`config.mk`:
```
export PLATFORM = sky130hd
export DESIGN_NAME = hwloop_ctrl
export DESIGN_NICKNAME = d
export VERILOG_FILES = /design/src/rtl/hwloop_pkg.sv /design/src/rtl/hwloop_buffer.sv /design/src/rtl/hwloop_stack.sv /design/src/rtl/hwloop_ctrl.sv
export SDC_FILE = /design/constraint.sdc
export NUM_CORES = 1
export LEC_CHECK = 0
export ABC_AREA = 1
export ABC_CLOCK_PERIOD_IN_PS = 6400
export BUFFER_PORTS_ARGS = -buffer_cell sky130_fd_sc_hd__buf_2
export CAP_MARGIN = 10
export CORE_ASPECT_RATIO = 1.5
export CORE_MARGIN = 2
export CORE_UTILIZATION = 45
export CTS_BUF_LIST = sky130_fd_sc_hd__clkbuf_4 sky130_fd_sc_hd__clkbuf_8
export CTS_CLUSTER_SIZE = 10
export DETAILED_ROUTE_END_ITERATION = 10
export GPL_TIMING_DRIVEN = 1
export PLACE_DENSITY_LB_ADDON = 0.15
export SETUP_SLACK_MARGIN = 0.2
export SYNTH_ARGS = -nofsm -noshare
export SYNTH_HDL_FRONTEND = slang
export SYNTH_SLANG_ARGS = --single-unit
export TNS_END_PERCENT = 5
```
`constraint.sdc`:
```
create_clock -name clk -period 6.4 [get_ports clk]
set_clock_uncertainty 0.2 [all_clocks]
set_input_delay 0.96 -clock clk [delete_from_list [all_inputs] [get_ports clk]]
set_output_delay 0.96 -clock clk [all_outputs]
set_load 0.01 [all_outputs]
```
`src/rtl/hwloop_pkg.sv`:
```
package hwloop_pkg;

    // Loop controller states
    typedef enum logic [1:0] {
        LP_IDLE   = 2'd0,   // no active loop, memory fetch
        LP_FILL   = 2'd1,   // loop active, memory fetch (captures when allowed)
        LP_REPLAY = 2'd2    // loop active, words come from the buffer
    } lp_state_e;

endpackage

```
`src/rtl/hwloop_buffer.sv`:
```
module hwloop_buffer #(
    parameter int unsigned DEPTH   = 16,
    parameter int unsigned INSTR_W = 16,
    parameter int unsigned IDX_W   = 4
) (
    input  logic               clk,
    input  logic               wr_en_i,
    input  logic [IDX_W-1:0]   wr_idx_i,
    input  logic [INSTR_W-1:0] wr_data_i,
    input  logic [IDX_W-1:0]   rd_idx_i,
    output logic [INSTR_W-1:0] rd_data_o
);

    logic [INSTR_W-1:0] slot_q [DEPTH];
    logic [INSTR_W-1:0] rd_mux;

    // One register row per slot, written at its own offset in the body
    for (genvar g = 0; g < DEPTH; g++) begin : g_slot
        always_ff @(posedge clk) begin
            if (wr_en_i && (wr_idx_i == IDX_W'(g))) begin
                slot_q[g] <= wr_data_i;
            end
        end
    end

    always_comb begin
        rd_mux = '0;
        for (int i = 0; i < DEPTH; i++) begin
            if (rd_idx_i == IDX_W'(i)) begin
                rd_mux = slot_q[i];
            end
        end
    end

    assign rd_data_o = rd_mux;

endmodule

```
`src/rtl/hwloop_stack.sv`:
```
module hwloop_stack #(
    parameter int unsigned DEPTH   = 2,
    parameter int unsigned ENTRY_W = 41,
    parameter int unsigned LVL_W   = 2
) (
    input  logic               clk,
    input  logic               rst_n,
    input  logic               push_i,
    input  logic               pop_i,
    input  logic [ENTRY_W-1:0] push_data_i,
    output logic [ENTRY_W-1:0] top_o,
    output logic [LVL_W-1:0]   level_o
);

    logic [ENTRY_W-1:0] ent_q [DEPTH];
    logic [ENTRY_W-1:0] ent_d [DEPTH];
    logic [LVL_W-1:0]   level_q, level_d;
    logic               can_push, can_pop;

    assign can_push = push_i && (level_q < LVL_W'(DEPTH));
    assign can_pop  = pop_i && !push_i && (level_q != '0);

    always_comb begin
        level_d = level_q;
        for (int i = 0; i < DEPTH; i++) begin
            ent_d[i] = ent_q[i];
        end
        if (can_push) begin
            level_d = level_q + 1'b1;
            for (int i = 0; i < DEPTH; i++) begin
                if (level_q == LVL_W'(i)) begin
                    ent_d[i] = push_data_i;
                end
            end
        end else if (can_pop) begin
            level_d = level_q - 1'b1;
        end
    end

    always_ff @(posedge clk or negedge rst_n) begin
        if (!rst_n) begin
            level_q <= '0;
            for (int i = 0; i < DEPTH; i++) begin
                ent_q[i] <= '0;
            end
        end else begin
            level_q <= level_d;
            for (int i = 0; i < DEPTH; i++) begin
                ent_q[i] <= ent_d[i];
            end
        end
    end

    always_comb begin
        top_o = '0;
        for (int i = 0; i < DEPTH; i++) begin
            if (level_q == LVL_W'(i + 1)) begin
                top_o = ent_q[i];
            end
        end
    end

    assign level_o = level_q;

endmodule

```
`src/rtl/hwloop_ctrl.sv`:
```
module hwloop_ctrl #(
    parameter int unsigned PC_W      = 12,
    parameter int unsigned INSTR_W   = 16,
    parameter int unsigned CNT_W     = 16,
    parameter int unsigned BUF_DEPTH = 16,
    parameter int unsigned NEST_MAX  = 3,
    parameter int unsigned RESET_PC  = 0
) (
    input  logic               clk,
    input  logic               rst_n,
    input  logic               rpt_start_i,
    input  logic [PC_W-1:0]    rpt_end_i,
    input  logic [CNT_W-1:0]   rpt_cnt_i,
    input  logic               push_i,
    input  logic               pop_i,
    input  logic [INSTR_W-1:0] mem_rdata_i,
    output logic [PC_W-1:0]    mem_addr_o,
    output logic               mem_en_o,
    output logic [PC_W-1:0]    issue_pc_o,
    output logic [INSTR_W-1:0] issue_instr_o,
    output logic [PC_W-1:0]    next_pc_o
);
    import hwloop_pkg::*;

    localparam int unsigned STK_DEPTH = NEST_MAX - 1;
    localparam int unsigned IDX_W     = (BUF_DEPTH > 1) ? $clog2(BUF_DEPTH) : 1;
    localparam int unsigned LVL_W     = $clog2(STK_DEPTH + 1);

    // Saved loop context
    typedef struct packed {
        logic [PC_W-1:0]  start;
        logic [PC_W-1:0]  last;
        logic [CNT_W-1:0] cnt;
        logic             fits;
    } ctx_t;

    localparam int unsigned ENTRY_W = $bits(ctx_t);

    // Full controller state
    typedef struct packed {
        logic [PC_W-1:0]  pc;
        lp_state_e        st;
        logic [PC_W-1:0]  start;
        logic [PC_W-1:0]  last;
        logic [CNT_W-1:0] cnt;
        logic             fits;
        logic             fill_ok;
    } ctl_t;

    ctl_t cur_q, nxt_d;

    logic               active, at_end, stk_full, stk_empty;
    logic               rpt_ok, push_ok, pop_ok;
    logic               stk_push, stk_pop;
    logic [PC_W-1:0]    new_len;
    logic               new_fits;
    ctx_t               push_ctx, top_ctx;
    logic [ENTRY_W-1:0] stk_top;
    logic [LVL_W-1:0]   stk_level;
    logic [IDX_W-1:0]   buf_idx;
    logic               buf_we;
    logic [INSTR_W-1:0] buf_word;

    // Aliases observed by the bound checker
    logic [1:0]         loop_st;
    logic [PC_W-1:0]    loop_start, loop_last;
    logic [CNT_W-1:0]   loop_cnt;

    assign active    = (cur_q.st != LP_IDLE);
    assign at_end    = active && (cur_q.pc == cur_q.last);
    assign stk_full  = (stk_level == LVL_W'(STK_DEPTH));
    assign stk_empty = (stk_level == '0);

    // Command arbitration: start-repeat, then push, then pop
    assign rpt_ok  = rpt_start_i && (!active || !stk_full);
    assign push_ok = !rpt_start_i && push_i && active && !stk_full;
    assign pop_ok  = !rpt_start_i && !push_i && pop_i && !stk_empty;

    // Body length of a new loop is end - (pc + 1) + 1
    assign new_len  = rpt_end_i - cur_q.pc;
    assign new_fits = (rpt_end_i > cur_q.pc) && (new_len <= PC_W'(BUF_DEPTH));

    assign push_ctx = '{start: cur_q.start, last: cur_q.last,
                        cnt: cur_q.cnt, fits: cur_q.fits};
    assign top_ctx  = ctx_t'(stk_top);

    always_comb begin
        nxt_d    = cur_q;
        nxt_d.pc = cur_q.pc + 1'b1;
        stk_push = 1'b0;
        stk_pop  = 1'b0;

        if (rpt_ok) begin
            stk_push      = active;
            nxt_d.st      = LP_FILL;
            nxt_d.start   = cur_q.pc + 1'b1;
            nxt_d.last    = rpt_end_i;
            nxt_d.cnt     = rpt_cnt_i;
            nxt_d.fits    = new_fits;
            nxt_d.fill_ok = 1'b1;
        end else if (push_ok) begin
            stk_push      = 1'b1;
            nxt_d.st      = LP_IDLE;
            nxt_d.fill_ok = 1'b0;
        end else if (pop_ok) begin
            stk_pop       = 1'b1;
            nxt_d.st      = LP_FILL;
            nxt_d.start   = top_ctx.start;
            nxt_d.last    = top_ctx.last;
            nxt_d.cnt     = top_ctx.cnt;
            nxt_d.fits    = top_ctx.fits;
            nxt_d.fill_ok = 1'b0;
        end else if (at_end) begin
            if (cur_q.cnt != '0) begin
                nxt_d.cnt = cur_q.cnt - 1'b1;
                nxt_d.pc  = cur_q.start;
                if (cur_q.st == LP_REPLAY) begin
                    nxt_d.st = LP_REPLAY;
                end else if (cur_q.fill_ok && cur_q.fits) begin
                    nxt_d.st = LP_REPLAY;
                end else begin
                    nxt_d.st      = LP_FILL;
                    nxt_d.fill_ok = 1'b1;
                end
            end else if (!stk_empty) begin
                stk_pop       = 1'b1;
                nxt_d.st      = LP_FILL;
                nxt_d.start   = top_ctx.start;
                nxt_d.last    = top_ctx.last;
                nxt_d.cnt     = top_ctx.cnt;
                nxt_d.fits    = top_ctx.fits;
                nxt_d.fill_ok = 1'b0;
            end else begin
                nxt_d.st      = LP_IDLE;
                nxt_d.fill_ok = 1'b0;
            end
        end
    end

    always_ff @(posedge clk or negedge rst_n) begin
        if (!rst_n) begin
            cur_q <= '{pc: PC_W'(RESET_PC), st: LP_IDLE, start: '0, last: '0,
                       cnt: '0, fits: 1'b0, fill_ok: 1'b0};
        end else begin
            cur_q <= nxt_d;
        end
    end

    // Buffer slot is the offset of the issued word inside the body
    assign buf_idx = IDX_W'(cur_q.pc - cur_q.start);
    assign buf_we  = (cur_q.st == LP_FILL) && cur_q.fill_ok && cur_q.fits;

    hwloop_buffer #(
        .DEPTH   (BUF_DEPTH),
        .INSTR_W (INSTR_W),
        .IDX_W   (IDX_W)
    ) buf_i (
        .clk       (clk),
        .wr_en_i   (buf_we),
        .wr_idx_i  (buf_idx),
        .wr_data_i (mem_rdata_i),
        .rd_idx_i  (buf_idx),
        .rd_data_o (buf_word)
    );

    hwloop_stack #(
        .DEPTH   (STK_DEPTH),
        .ENTRY_W (ENTRY_W),
        .LVL_W   (LVL_W)
    ) stk_i (
        .clk         (clk),
        .rst_n       (rst_n),
        .push_i      (stk_push),
        .pop_i       (stk_pop),
        .push_data_i (push_ctx),
        .top_o       (stk_top),
        .level_o     (stk_level)
    );

    assign mem_addr_o    = cur_q.pc;
    assign mem_en_o      = (cur_q.st != LP_REPLAY);
    assign issue_pc_o    = cur_q.pc;
    assign issue_instr_o = (cur_q.st == LP_REPLAY) ? buf_word : mem_rdata_i;
    assign next_pc_o     = nxt_d.pc;

    assign loop_st    = cur_q.st;
    assign loop_start = cur_q.start;
    assign loop_last  = cur_q.last;
    assign loop_cnt   = cur_q.cnt;

endmodule

```
==> reports/metrics.yaml, run 1 <==
synth:
  ys_seq_area_share_pct: 61.79
  syn_area_mm2: 0.01811
  yosys.area.top_type: "edfxtp_1"
  ys_warn_count: 0
  post_synth_num_cell_types: 56
  synthFlopType: "edfxtp_1"
  synth_most_common_cell: "nand2_1"
  synth_commonest_cells: "nand2_1 (414), edfxtp_1 (256), inv_1 (153)"
  synth-edff-count: 256
  synth_top_area_share_pct: 42.44
  syn_avg_cell_area_um2: 10.34
  async_flop_share_pct: 35.35
  yosys-top-cells-area: "edfxtp_1 (42%), dfrtp_1 (19%), nand2_1 (8.6%), inv_1 (3.2%), nor2_1 (3.0%)"
  ys_seq_elements: 396
  syn_nets: 1822
  syn_inst: 1751
routing:
  drt_wl_total_um: 43180
  drt_iter0_drc: 674
  drc: 0
  drtAntennaViolNets: 0
  routedWlPerCell_um: 18.11
  vias: 12572
  drt_first_pass_iters: 7
  routed_via_density: 5.273
global_routing:
  grt_usage_pct: 20.74
  grt_pass1_vias: 12928
  gr-total-overflow: 0
  antenna_found_initial: 1
  grt_max_degree: 90
  grt_pass1_wl_um: 68610
sta:
  relSlewSlack_pct: 31.80
  hold_viol: 0
  setup_tns_ns: 0
  post-route-period-util_pct: 86.54
  period_needed_ns: 5.539
  slew_viol_final: 0
  max_freq_mhz: 180.6
  timing.hold.ws_ns: 0.1587
  rsz0062_at_grt: "false"
  max_slew.worst_pin.slew_ns: 1.022
  finalSetupViolations: 0
cts:
  clkTransAtPathRegs_ns: 0.06
  clk_latency_ns: 0.65
  cts_buffers: 60
  htreeDepth: 2
  cts-resized-gates: 0
  cts_setup_buffers: 0
  cts_tree: "yes"
  cts-root-buf: "clkbuf_8"
  cts.sinks: 396
  postCtsHoldBufs: 0
  clk_path_buf_depth: 3
critical_path:
  arrival_ns: 4.38
  slowest_stage: "nor2_1"
  cp_slowest_stage_delay_ns: 0.76
  path_depth: 20
  cpMostUsedCell: "nand2_1"
  path_buf_inv: 5
  critPathCaptureType: "output port"
  path_max_fanout: 12
  reg2regPathDepth: 9
  crit_chain: "clkinv_1 -> ha_1 -> inv_1 -> fa_1 -> nor2_1 -> inv_1 -> nor2_1 -> nand2_1 -> nand2_1 -> inv_1 -> nand4_1 -> nand2_1 -> nand3_1 -> nand2_1 -> nand3_1 -> nand2_1 -> nand4_1 -> nand2_1 -> nand2_1 -> buf_2"
  cp_top_family: "simple AND/OR/NAND/NOR gates"
  critPathLaunchType: "flip-flop"
  critical_path_class: "flip-flop to output port"
  crit_required_ns: 5.24
floorplan:
  die_h_um: 249.7
  rows: 90
  die_area_mm2: 0.04190
  core_mm2: 0.03998
  io_pins: 102
  initial_core_util_pct: 45.31
  dieWidth_um: 167.8
pwr:
  p_leak_uw: 0.008012
  power.switching_uw: 3372
  internal-power_uw: 5403
  power_frac_comb_pct: 36.2
  p_clk_share_pct: 23.9
  pwr-share-seq_pct: 39.9
  p_sw_share_pct: 38.43
  ir_worst_vdd_mv: 0.2684
  powerDensity_mw_per_mm2: 436.4
final_layout:
  nets: 1903
  finalNonFillerCells: 2384
  fillCellCount: 3636
  drive_above_1_share_pct: 15.98
  fin_area_mm2: 0.02011
  multi_input_area_mm2: 0.005804
  finalCoreUtilization_pct: 50.29
  area_growth_pct: 11.00
  regArea_mm2: 0.01119
placement:
  dpl.hpwl_um: 29250
  dp_cells: 2276
  gp_congestion: 0.8811
  place_area_mm2: 0.01890
  port_buffers: 101
worst_hold_path:
  hp-class: "input pin to async pin"
flow_run:
  cap_viol_max_count: 0
outcome:
  status: "finished clean"
flip-flops by register name, indices dropped and copies added (netlist names):
name	cells
cur_q	2
stk_i.level_o	2
loop_cnt	16
loop_start	12
loop_st	2
buf_i.slot_q	256
loop_last	12
stk_i.ent_q	82
issue_pc_o	12
layout make-up:
type	instances	share of cell area (%)
inverter	162	3.037
clock inverter	22	0.7219
multi-input combinational	1091	28.87
clock buffer	85	5.259
tap	506	3.149
timing repair buffer	121	3.292
antenna	1	0.01245
sequential	396	55.66
power groups by stage:
stage	logic [µW]	clock network [µW]	registers, µW
finish	3170	2100	3500
global route	3600	2250	3560
CTS	3220	2150	3510
detailed placement	3210	0	3560
global placement	3150	0	3540
floorplan	2420	0	3450
path summary, 6_finish.rpt:
check / from / end / slack (ns)
worst max-delay path: issue_pc_o[0] / issue_instr_o[9] / 0.86
worst min-delay path: rst_n / stk_i.ent_q[26] / 0.16
worst max register to register: issue_pc_o[0] / buf_i.slot_q[1][93] / 2.01
worst min register to register: stk_i.ent_q[1] / stk_i.ent_q[1] / 0.29
max in group asynchronous: rst_n / stk_i.ent_q[7] / 4.55
min in group clk: stk_i.ent_q[1] / stk_i.ent_q[1] / 0.29
cells by family after synthesis:
kind of cell | after synthesis | synth area share (%)
AND/OR/NAND/NOR | 733 | 17.66
flip-flops | 396 | 61.79
AO/OA/AOI/OAI | 284 | 9.526
buffers and inverters | 264 | 6.556
XOR/XNOR | 29 | 1.444
multiplexers | 23 | 1.423
adder cells (fa/ha/maj) | 22 | 1.603
stage by stage:
stage / power, µW / setup slack [ns]
floorplan: 5872 / 2.478
global placement: 6685 / 1.631
detailed placement: 6764 / 1.555
CTS: 8878 / 0.8283
global route: 9416 / 0.4471
finish: 8774 / 0.8614
worst register-to-register path: stages (launching register included):
cell	delay [ns]
dfrtp_1	0.45
clkinv_1	0.19
ha_1	0.24
inv_1	0.09
fa_1	0.47
nor2_1	0.38
inv_1	0.24
nor2_2	0.77
inv_1	0.16
nor2_2	0.80
layer usage:
metal / share of wire (%) / vias to the layer above / wire [µm] / GRT usage (%)
li1: - / 6108 / - / -
met1: 38 / 6082 / 16510 / 22.60
met2: 54 / 285 / 23480 / 40.00
met3: 4.1 / 97 / 1762 / 3.156
met4: 3.3 / 0 / 1423 / 7.776
met5: 0 / - / 0 / 0
cells in the final DEF (no fill, tap or decap), types with 4 or more instances in the layout:
cell      synthesis  routed
ha_1             20      19
buf_2            20     100
nor2_2           14      19
edfxtp_1        256     256
clkbuf_8          0      67
mux2_2           22      22
nor3_1            9       6
clkinv_1          1      14
a21oi_1          67      66
a22oi_1          41      41
nor4_1            9       9
nor2_4            2       5
o21ai_1          24      24
clkbuf_4          0      18
clkinv_2          0       5
nor3_2            3       5
o211ai_1          9       9
o21a_1           50      50
dfrtp_1         140     140
xnor2_1           6       6
o22ai_1          12      12
inv_2             7       7
nand3_1          42      42
inv_1           153     153
nand2_1         414     414
nand4_1          65      65
buf_4            39      20
xor2_1           22      22
o21ai_0          68      68
or2_2            15      15
or2_0             4       4
nor2_1          144     136
No activity file was read; power rests on OpenSTA's default activity.
==> run 2, diff against run 1 <==
--- a/config.mk
+++ b/config.mk
@@ -6,7 +6,6 @@
 export NUM_CORES = 1
 export LEC_CHECK = 0
 export ABC_AREA = 1
-export ABC_CLOCK_PERIOD_IN_PS = 6400
 export BUFFER_PORTS_ARGS = -buffer_cell sky130_fd_sc_hd__buf_2
 export CAP_MARGIN = 10
 export CORE_ASPECT_RATIO = 1.5
@@ -20,5 +19,6 @@
 export SETUP_SLACK_MARGIN = 0.2
 export SYNTH_ARGS = -nofsm -noshare
 export SYNTH_HDL_FRONTEND = slang
+export SYNTH_HIERARCHICAL = 1
 export SYNTH_SLANG_ARGS = --single-unit
 export TNS_END_PERCENT = 5
==> run 2 against run 1 <==
Effect of this change: synthesized area up 6.6%; routed wire length up 21%; highest routed layer unchanged; final cell count up 19%; worst setup slack worse by 0.15 ns.
==> reports/metrics.yaml, run 2 <==
final_layout:
  layout_commonest_cell: "nand2_1"
  finalNonFillerCells: 2835
  nets: 2294
  drive_above_1_share_pct: 14.93
  regMostFlops: "buf_i/slot_q"
  fillCellCount: 4064
  final_cell_mix: "nand2_1 (860), edfxtp_1 (256), nand3_1 (187)"
  largest_reg_flops: 256
  area_growth_pct: 9.561
critical_path:
  arrival_ns: 4.53
  reg2regPathDepth: 13
  crit_chain: "inv_2 -> ha_1 -> fa_1 -> xnor2_1 -> nand2_1 -> nor2_4 -> inv_2 -> or2_2 -> nand2_1 -> nand4_1 -> nor3_1 -> nand4_1 -> nand2_1 -> nand2_1 -> buf_2"
  cp_slowest_stage_delay_ns: 0.54
  path_max_fanout: 16
  critPathLaunchType: "flip-flop"
  path_buf_inv: 3
  slowest_stage: "xnor2_1"
  reg2reg_to: "stk_i/ent_q[17]"
  critPathCaptureType: "output port"
  crit_required_ns: 5.24
  r2r_setup_slack_ns: 2.68
  cp_top_family: "simple AND/OR/NAND/NOR gates"
  cpMostUsedCell: "nand2_1"
  critPathLaunch: "issue_pc_o[0]"
  endpoint: "issue_instr_o[1]"
  r2r-start: "loop_st[0]"
  path_depth: 15
  critical_path_class: "flip-flop to output port"
cts:
  postCtsHoldBufs: 0
  clkTransAtPathRegs_ns: 0.06
  cts-resized-gates: 0
  clk_latency_ns: 0.63
  cts_tree: "yes"
  cts-root-buf: "clkbuf_8"
  cts_setup_buffers: 0
  htreeDepth: 2
  cts.sinks: 396
  cts_buffers: 61
  clk_path_buf_depth: 3
routing:
  wl_met2_um: 27050
  routedWlPerCell_um: 18.37
  met1Wirelength_um: 20780
  drc: 0
  vias: 14584
  drtAntennaViolNets: 0
  drt_iter0_drc: 990
  routed_via_density: 5.144
  wl_met3_um: 2498
  drt_wl_total_um: 52090
  top_layer_used: "met4"
  drt_first_pass_iters: 5
synth:
  ys_seq_elements: 396
  synth_commonest_cells: "nand2_1 (860), edfxtp_1 (256), nand3_1 (187)"
  synthFlopType: "edfxtp_1"
  synth_most_common_cell: "nand2_1"
  yosys.area.top_type: "edfxtp_1"
  ys_seq_area_share_pct: 57.98
  syn_area_mm2: 0.01930
  syn_nets: 2211
  async_flop_share_pct: 35.35
  post_synth_num_cell_types: 43
  synth-edff-count: 256
  syn_inst: 2140
  ys_warn_count: 6
  synth_top_area_share_pct: 39.83
  syn_avg_cell_area_um2: 9.020
  yosys-top-cells-area: "edfxtp_1 (40%), dfrtp_1 (18%), nand2_1 (17%), nand3_1 (4.8%), nor2_1 (3.1%)"
placement:
  dpl.hpwl_um: 32770
  gp_congestion: 0.8634
  port_buffers: 101
  dp_cells: 2723
floorplan:
  die_area_mm2: 0.04460
  core_mm2: 0.04213
  rows: 92
  die_h_um: 257.7
  io_pins: 102
  initial_core_util_pct: 45.82
  dieWidth_um: 173.1
sta:
  rsz0062_at_grt: "false"
  max_freq_mhz: 175.9
  max_slew.worst_pin.slew_ns: 1.147
  slew_viol_final: 0
  period_needed_ns: 5.686
  hold_viol: 0
  setup_tns_ns: 0
  relSlewSlack_pct: 23.47
  post-route-period-util_pct: 88.84
  finalSetupViolations: 0
global_routing:
  antenna_found_initial: 1
  gr-total-overflow: 0
  grt_pass1_wl_um: 80940
  grt_max_degree: 97
  grt_usage_pct: 23.31
  grt_pass1_vias: 14334
pwr:
  p_leak_uw: 0.009643
  ir_worst_vdd_mv: 0.3447
  powerDensity_mw_per_mm2: 483.7
outcome:
  status: "finished clean"
flow_run:
  cap_viol_max_count: 0
worst_hold_path:
  hp-class: "input pin to async pin"
==> run 2: cell types whose count changed in the layout (fill, tap and decap cells not counted), moves of 22 or more <==
cell	delta
nand3_1	+145
o21ai_0	-49
a22oi_1	-41
o21a_1	-50
nand2_1	+446
mux2_2	-22
a21oi_1	-30
==> run 2: kinds of logic after synthesis <==
family                   share of synthesized area (%)
buffers and inverters                            7.325
flip-flops                                       57.98
XOR/XNOR                                         1.044
adder cells (fa/ha/maj)                          1.504
AND/OR/NAND/NOR                                  29.68
AO/OA/AOI/OAI                                    2.470
==> run 2: through the flow <==
| step | hold WS [ns] | util, % | area (µm²) | total power, µW | setup WS [ns] |
|---|---|---|---|---|---|
| final | 0.1918 | 50.20 | 21150 | 10230 | 0.7143 |
| after global routing | 0.2496 | 50.20 | 21150 | 11030 | 0.4173 |
| after CTS | 0.2270 | 50.16 | 21130 | 10320 | 0.6694 |
| after detailed placement | 0.2585 | 47.37 | 19960 | 8245 | 1.397 |
| after global placement | 0.2531 | 47.37 | 19960 | 8187 | 1.508 |
| after floorplan | 0.2417 | - | 19300 | 6843 | 2.427 |
==> run 2: worst reg2reg max path, stage by stage, from the launching register on <==
cell	delay, ns
dfrtp_1	0.41
inv_2	0.10
nand2_4	0.09
a21oi_4	0.20
buf_4	0.54
inv_2	0.54
nand2_1	0.17
inv_1	0.10
a21oi_1	0.32
nand2_4	0.14
nor2_4	0.09
buf_4	0.51
nand2_1	0.14
nand2_1	0.10
==> run 2: metal layers <==
| layer | up-vias | GRT usage, % |
|---|---|---|
| li1 | 7086 | - |
| met1 | 6965 | 27.72 |
| met2 | 418 | 42.69 |
| met3 | 115 | 3.136 |
| met4 | 0 | 8.992 |
| met5 | - | 0 |
==> run 2: worst min-delay path by stage <==
stage / slack [ns] / endpoint / cells past startpoint / start
after detailed placement: 0.26 / stk_i/ent_q[3] / 2 / stk_i/ent_q[3]
final: 0.19 / stk_i/ent_q[24] / 1 / rst_n
after floorplan: 0.24 / stk_i/ent_q[39] / 2 / stk_i/ent_q[39]
after global routing: 0.25 / stk_i/ent_q[66] / 1 / rst_n
after global placement: 0.25 / stk_i/ent_q[51] / 2 / stk_i/ent_q[51]
after CTS: 0.23 / stk_i/ent_q[26] / 1 / rst_n
==> run 2: power breakdown <==
| part | internal, µW | switching, µW |
|---|---|---|
| sequential | 3110 | 316 |
| combinational | 1460 | 3290 |
| clock | 1060 | 996 |
==> run 2: area by class of cell <==
cell class                 count  area (µm²)  area share [%]
sequential                   396       11190           52.92
tap                          564       705.7           3.337
clock inverter                24       132.6          0.6271
antenna                        1       2.502         0.01183
inverter                     157       599.3           2.834
multi-input combinational   1475        6723           31.79
clock buffer                  86        1046           4.946
timing repair buffer         132       748.2           3.538
==> run 3, diff against run 2 <==
--- a/config.mk
+++ b/config.mk
@@ -16,6 +16,7 @@
 export DETAILED_ROUTE_END_ITERATION = 10
 export GPL_TIMING_DRIVEN = 1
 export PLACE_DENSITY_LB_ADDON = 0.15
+export REMOVE_ABC_BUFFERS = 1
 export SETUP_SLACK_MARGIN = 0.2
 export SYNTH_ARGS = -nofsm -noshare
 export SYNTH_HDL_FRONTEND = slang
==> run 3 against run 2 <==
Effect of this change: critical path depth is 3 higher; sequential power about the same; final cell count rose by 0.11%; hold slack improved by 0.026 ns; die area unchanged; global-route usage rose by 0.55 points; design area grew 0.46%; routed wire length is 2.1% higher; utilization rose by 0.23 points; power increased by 1.9%; worst setup slack gained 0.013 ns; count of clock-buffer cells in the layout increased by 4; critical path type unchanged; highest routed layer unchanged.
==> reports/metrics.yaml, run 3 (synthesis gave the netlist of run 2 again) <==
outcome:
  status: "finished clean"
floorplan:
  initial_core_util_pct: 45.82
  rows: 92
  io_pins: 102
  dieWidth_um: 173.1
  die_area_mm2: 0.04460
  core_mm2: 0.04213
  die_h_um: 257.7
placement:
  dpl.hpwl_um: 34050
  gp_congestion: 0.8920
  place_area_mm2: 0.01997
  port_buffers: 101
final_layout:
  layout_commonest_cell: "nand2_1"
  largest_reg_flops: 256
  fin_area_mm2: 0.02125
  antennaDiodeCount: 0
  regMostFlops: "buf_i/slot_q"
  final_cell_mix: "nand2_1 (860), edfxtp_1 (256), nand3_1 (187)"
  drive_above_1_share_pct: 14.78
  area_growth_pct: 10.07
  nets: 2296
sta:
  rsz0062_at_grt: "false"
  post-route-period-util_pct: 88.64
  hold_viol: 0
  finalSetupViolations: 0
  relSlewSlack_pct: 19.28
  setup_tns_ns: 0
  max_freq_mhz: 176.3
  slew_viol_final: 0
  max_slew.worst_pin.slew_ns: 1.211
  period_needed_ns: 5.673
cts:
  clk_path_buf_depth: 3
  clkTransAtPathRegs_ns: 0.06
  postCtsHoldBufs: 0
  cts_tree: "yes"
  cts_buffers: 59
  cts.sinks: 396
  cts-root-buf: "clkbuf_8"
  htreeDepth: 2
  clk_latency_ns: 0.64
pwr:
  internal-power_uw: 5744
  power_frac_comb_pct: 45.8
  p_clk_share_pct: 21.2
  powerDensity_mw_per_mm2: 490.8
  p_sw_share_pct: 44.92
  ir_worst_vdd_mv: 0.2821
  p_leak_uw: 0.009699
  pwr-share-seq_pct: 33.0
  power.switching_uw: 4684
flow_run:
  cap_viol_max_count: 0
global_routing:
  antenna_found_initial: 0
  grt_pass1_wl_um: 82820
  grt_max_degree: 103
  gr-total-overflow: 0
  grt_pass1_vias: 14583
  grt_usage_pct: 23.86
routing:
  routedWlPerCell_um: 18.74
  wl_met3_um: 2625
  vias: 14681
  drc: 0
  drt_iter0_drc: 945
  routed_via_density: 5.173
  drtAntennaViolNets: 0
  drt_wl_total_um: 53190
  met1Wirelength_um: 21080
  top_layer_used: "met4"
  drt_first_pass_iters: 5
  wl_met2_um: 27220
critical_path:
  r2r_setup_slack_ns: 2.39
  critPathCaptureType: "output port"
  arrival_ns: 4.51
  critical_path_class: "flip-flop to output port"
  r2r-start: "loop_st[0]"
  critPathLaunch: "issue_pc_o[2]"
  critPathLaunchType: "flip-flop"
  crit_required_ns: 5.24
  path_max_fanout: 25
worst_hold_path:
  hp-class: "input pin to async pin"
run 3: changes by cell type in the layout (fill, tap and decap cells not counted), sizes merged:
cell / change
nor2: +1
buf: +3
clkinv: -8
inv: +1
bufinv: +3
clkbuf: +4
diode: -1
run 3: what timing repair did:
| item | in CTS | in global routing |
|---|---|---|
| buffers inserted | 0 | 0 |
| resized for setup | 0 | 1 |
| setup endpoints to repair | 0 | 12 |
| endpoints found under the hold margin | 0 | 0 |
run 3: critical path, stage by stage (launching register included):
cell     delay [ns]
dfrtp_1        0.51
ha_1           0.43
nand2_1        0.07
o21ai_0        0.20
xor2_1         0.70
nor2_4         0.29
nand2_1        0.60
inv_1          0.14
nand2_1        0.10
nand3_1        0.07
nand2_1        0.06
nand3_1        0.06
nand2_1        0.08
nand4_1        0.08
nor2_1         0.09
nand4_1        0.11
nand2_1        0.09
nand2_1        0.05
buf_2          0.13
run 3: metrics by stage:
| step | total power (µW) | worst slack (ns) | hold WS (ns) | utilization, % | std cells |
|---|---|---|---|---|---|
| 3_5_place_dp | 8226 | 1.143 | 0.2584 | 47.41 | 2727 |
| 6_report | 10430 | 0.7269 | 0.2180 | 50.43 | 2838 |
| 5_1_grt | 11210 | 0.3283 | 0.2851 | 50.43 | 2838 |
| 2_1_floorplan | 6550 | 0.8910 | 0.2417 | - | 2028 |
| 3_3_place_gp | 8179 | 1.300 | 0.2529 | 47.41 | 2727 |
| 4_1_cts | 10450 | 0.4585 | 0.2610 | 50.40 | 2837 |
run 3: path summary, 6_finish.rpt:
kind	cells past startpoint	endpoint
worst min-delay path	1	stk_i/ent_q[37]
worst max register to register	12	stk_i/ent_q[10]
max in group asynchronous	2	loop_cnt[5]
worst max-delay path	18	issue_instr_o[0]
worst min register to register	2	stk_i/ent_q[15]
min in group clk	2	stk_i/ent_q[15]
run 3: layer usage:
| metal | track usage [%] | vias up |
|---|---|---|
| li1 | - | 7091 |
| met1 | 28.17 | 7067 |
| met2 | 42.64 | 393 |
| met3 | 3.975 | 130 |
| met4 | 10.66 | 0 |
| met5 | 0 | - |
run 3: cell type report:
cell class,instances,area [µm²]
clock buffers,90,1089
clock inverters,20,170.2
fillers,4065,20890
inverters,157,599.3
multi-input cells,1476,6724
flip-flops and latches,396,11190
well taps,564,705.7
repair buffers,135,767.0
run 3: power by group through the flow:
stage               registers [µW]  clock network, µW  logic [µW]
CTS                           3430               2250        4770
finish                        3440               2210        4780
global placement              3470                  0        4710
global route                  3490               2360        5370
floorplan                     3410                  0        3140
detailed placement            3480                  0        4740
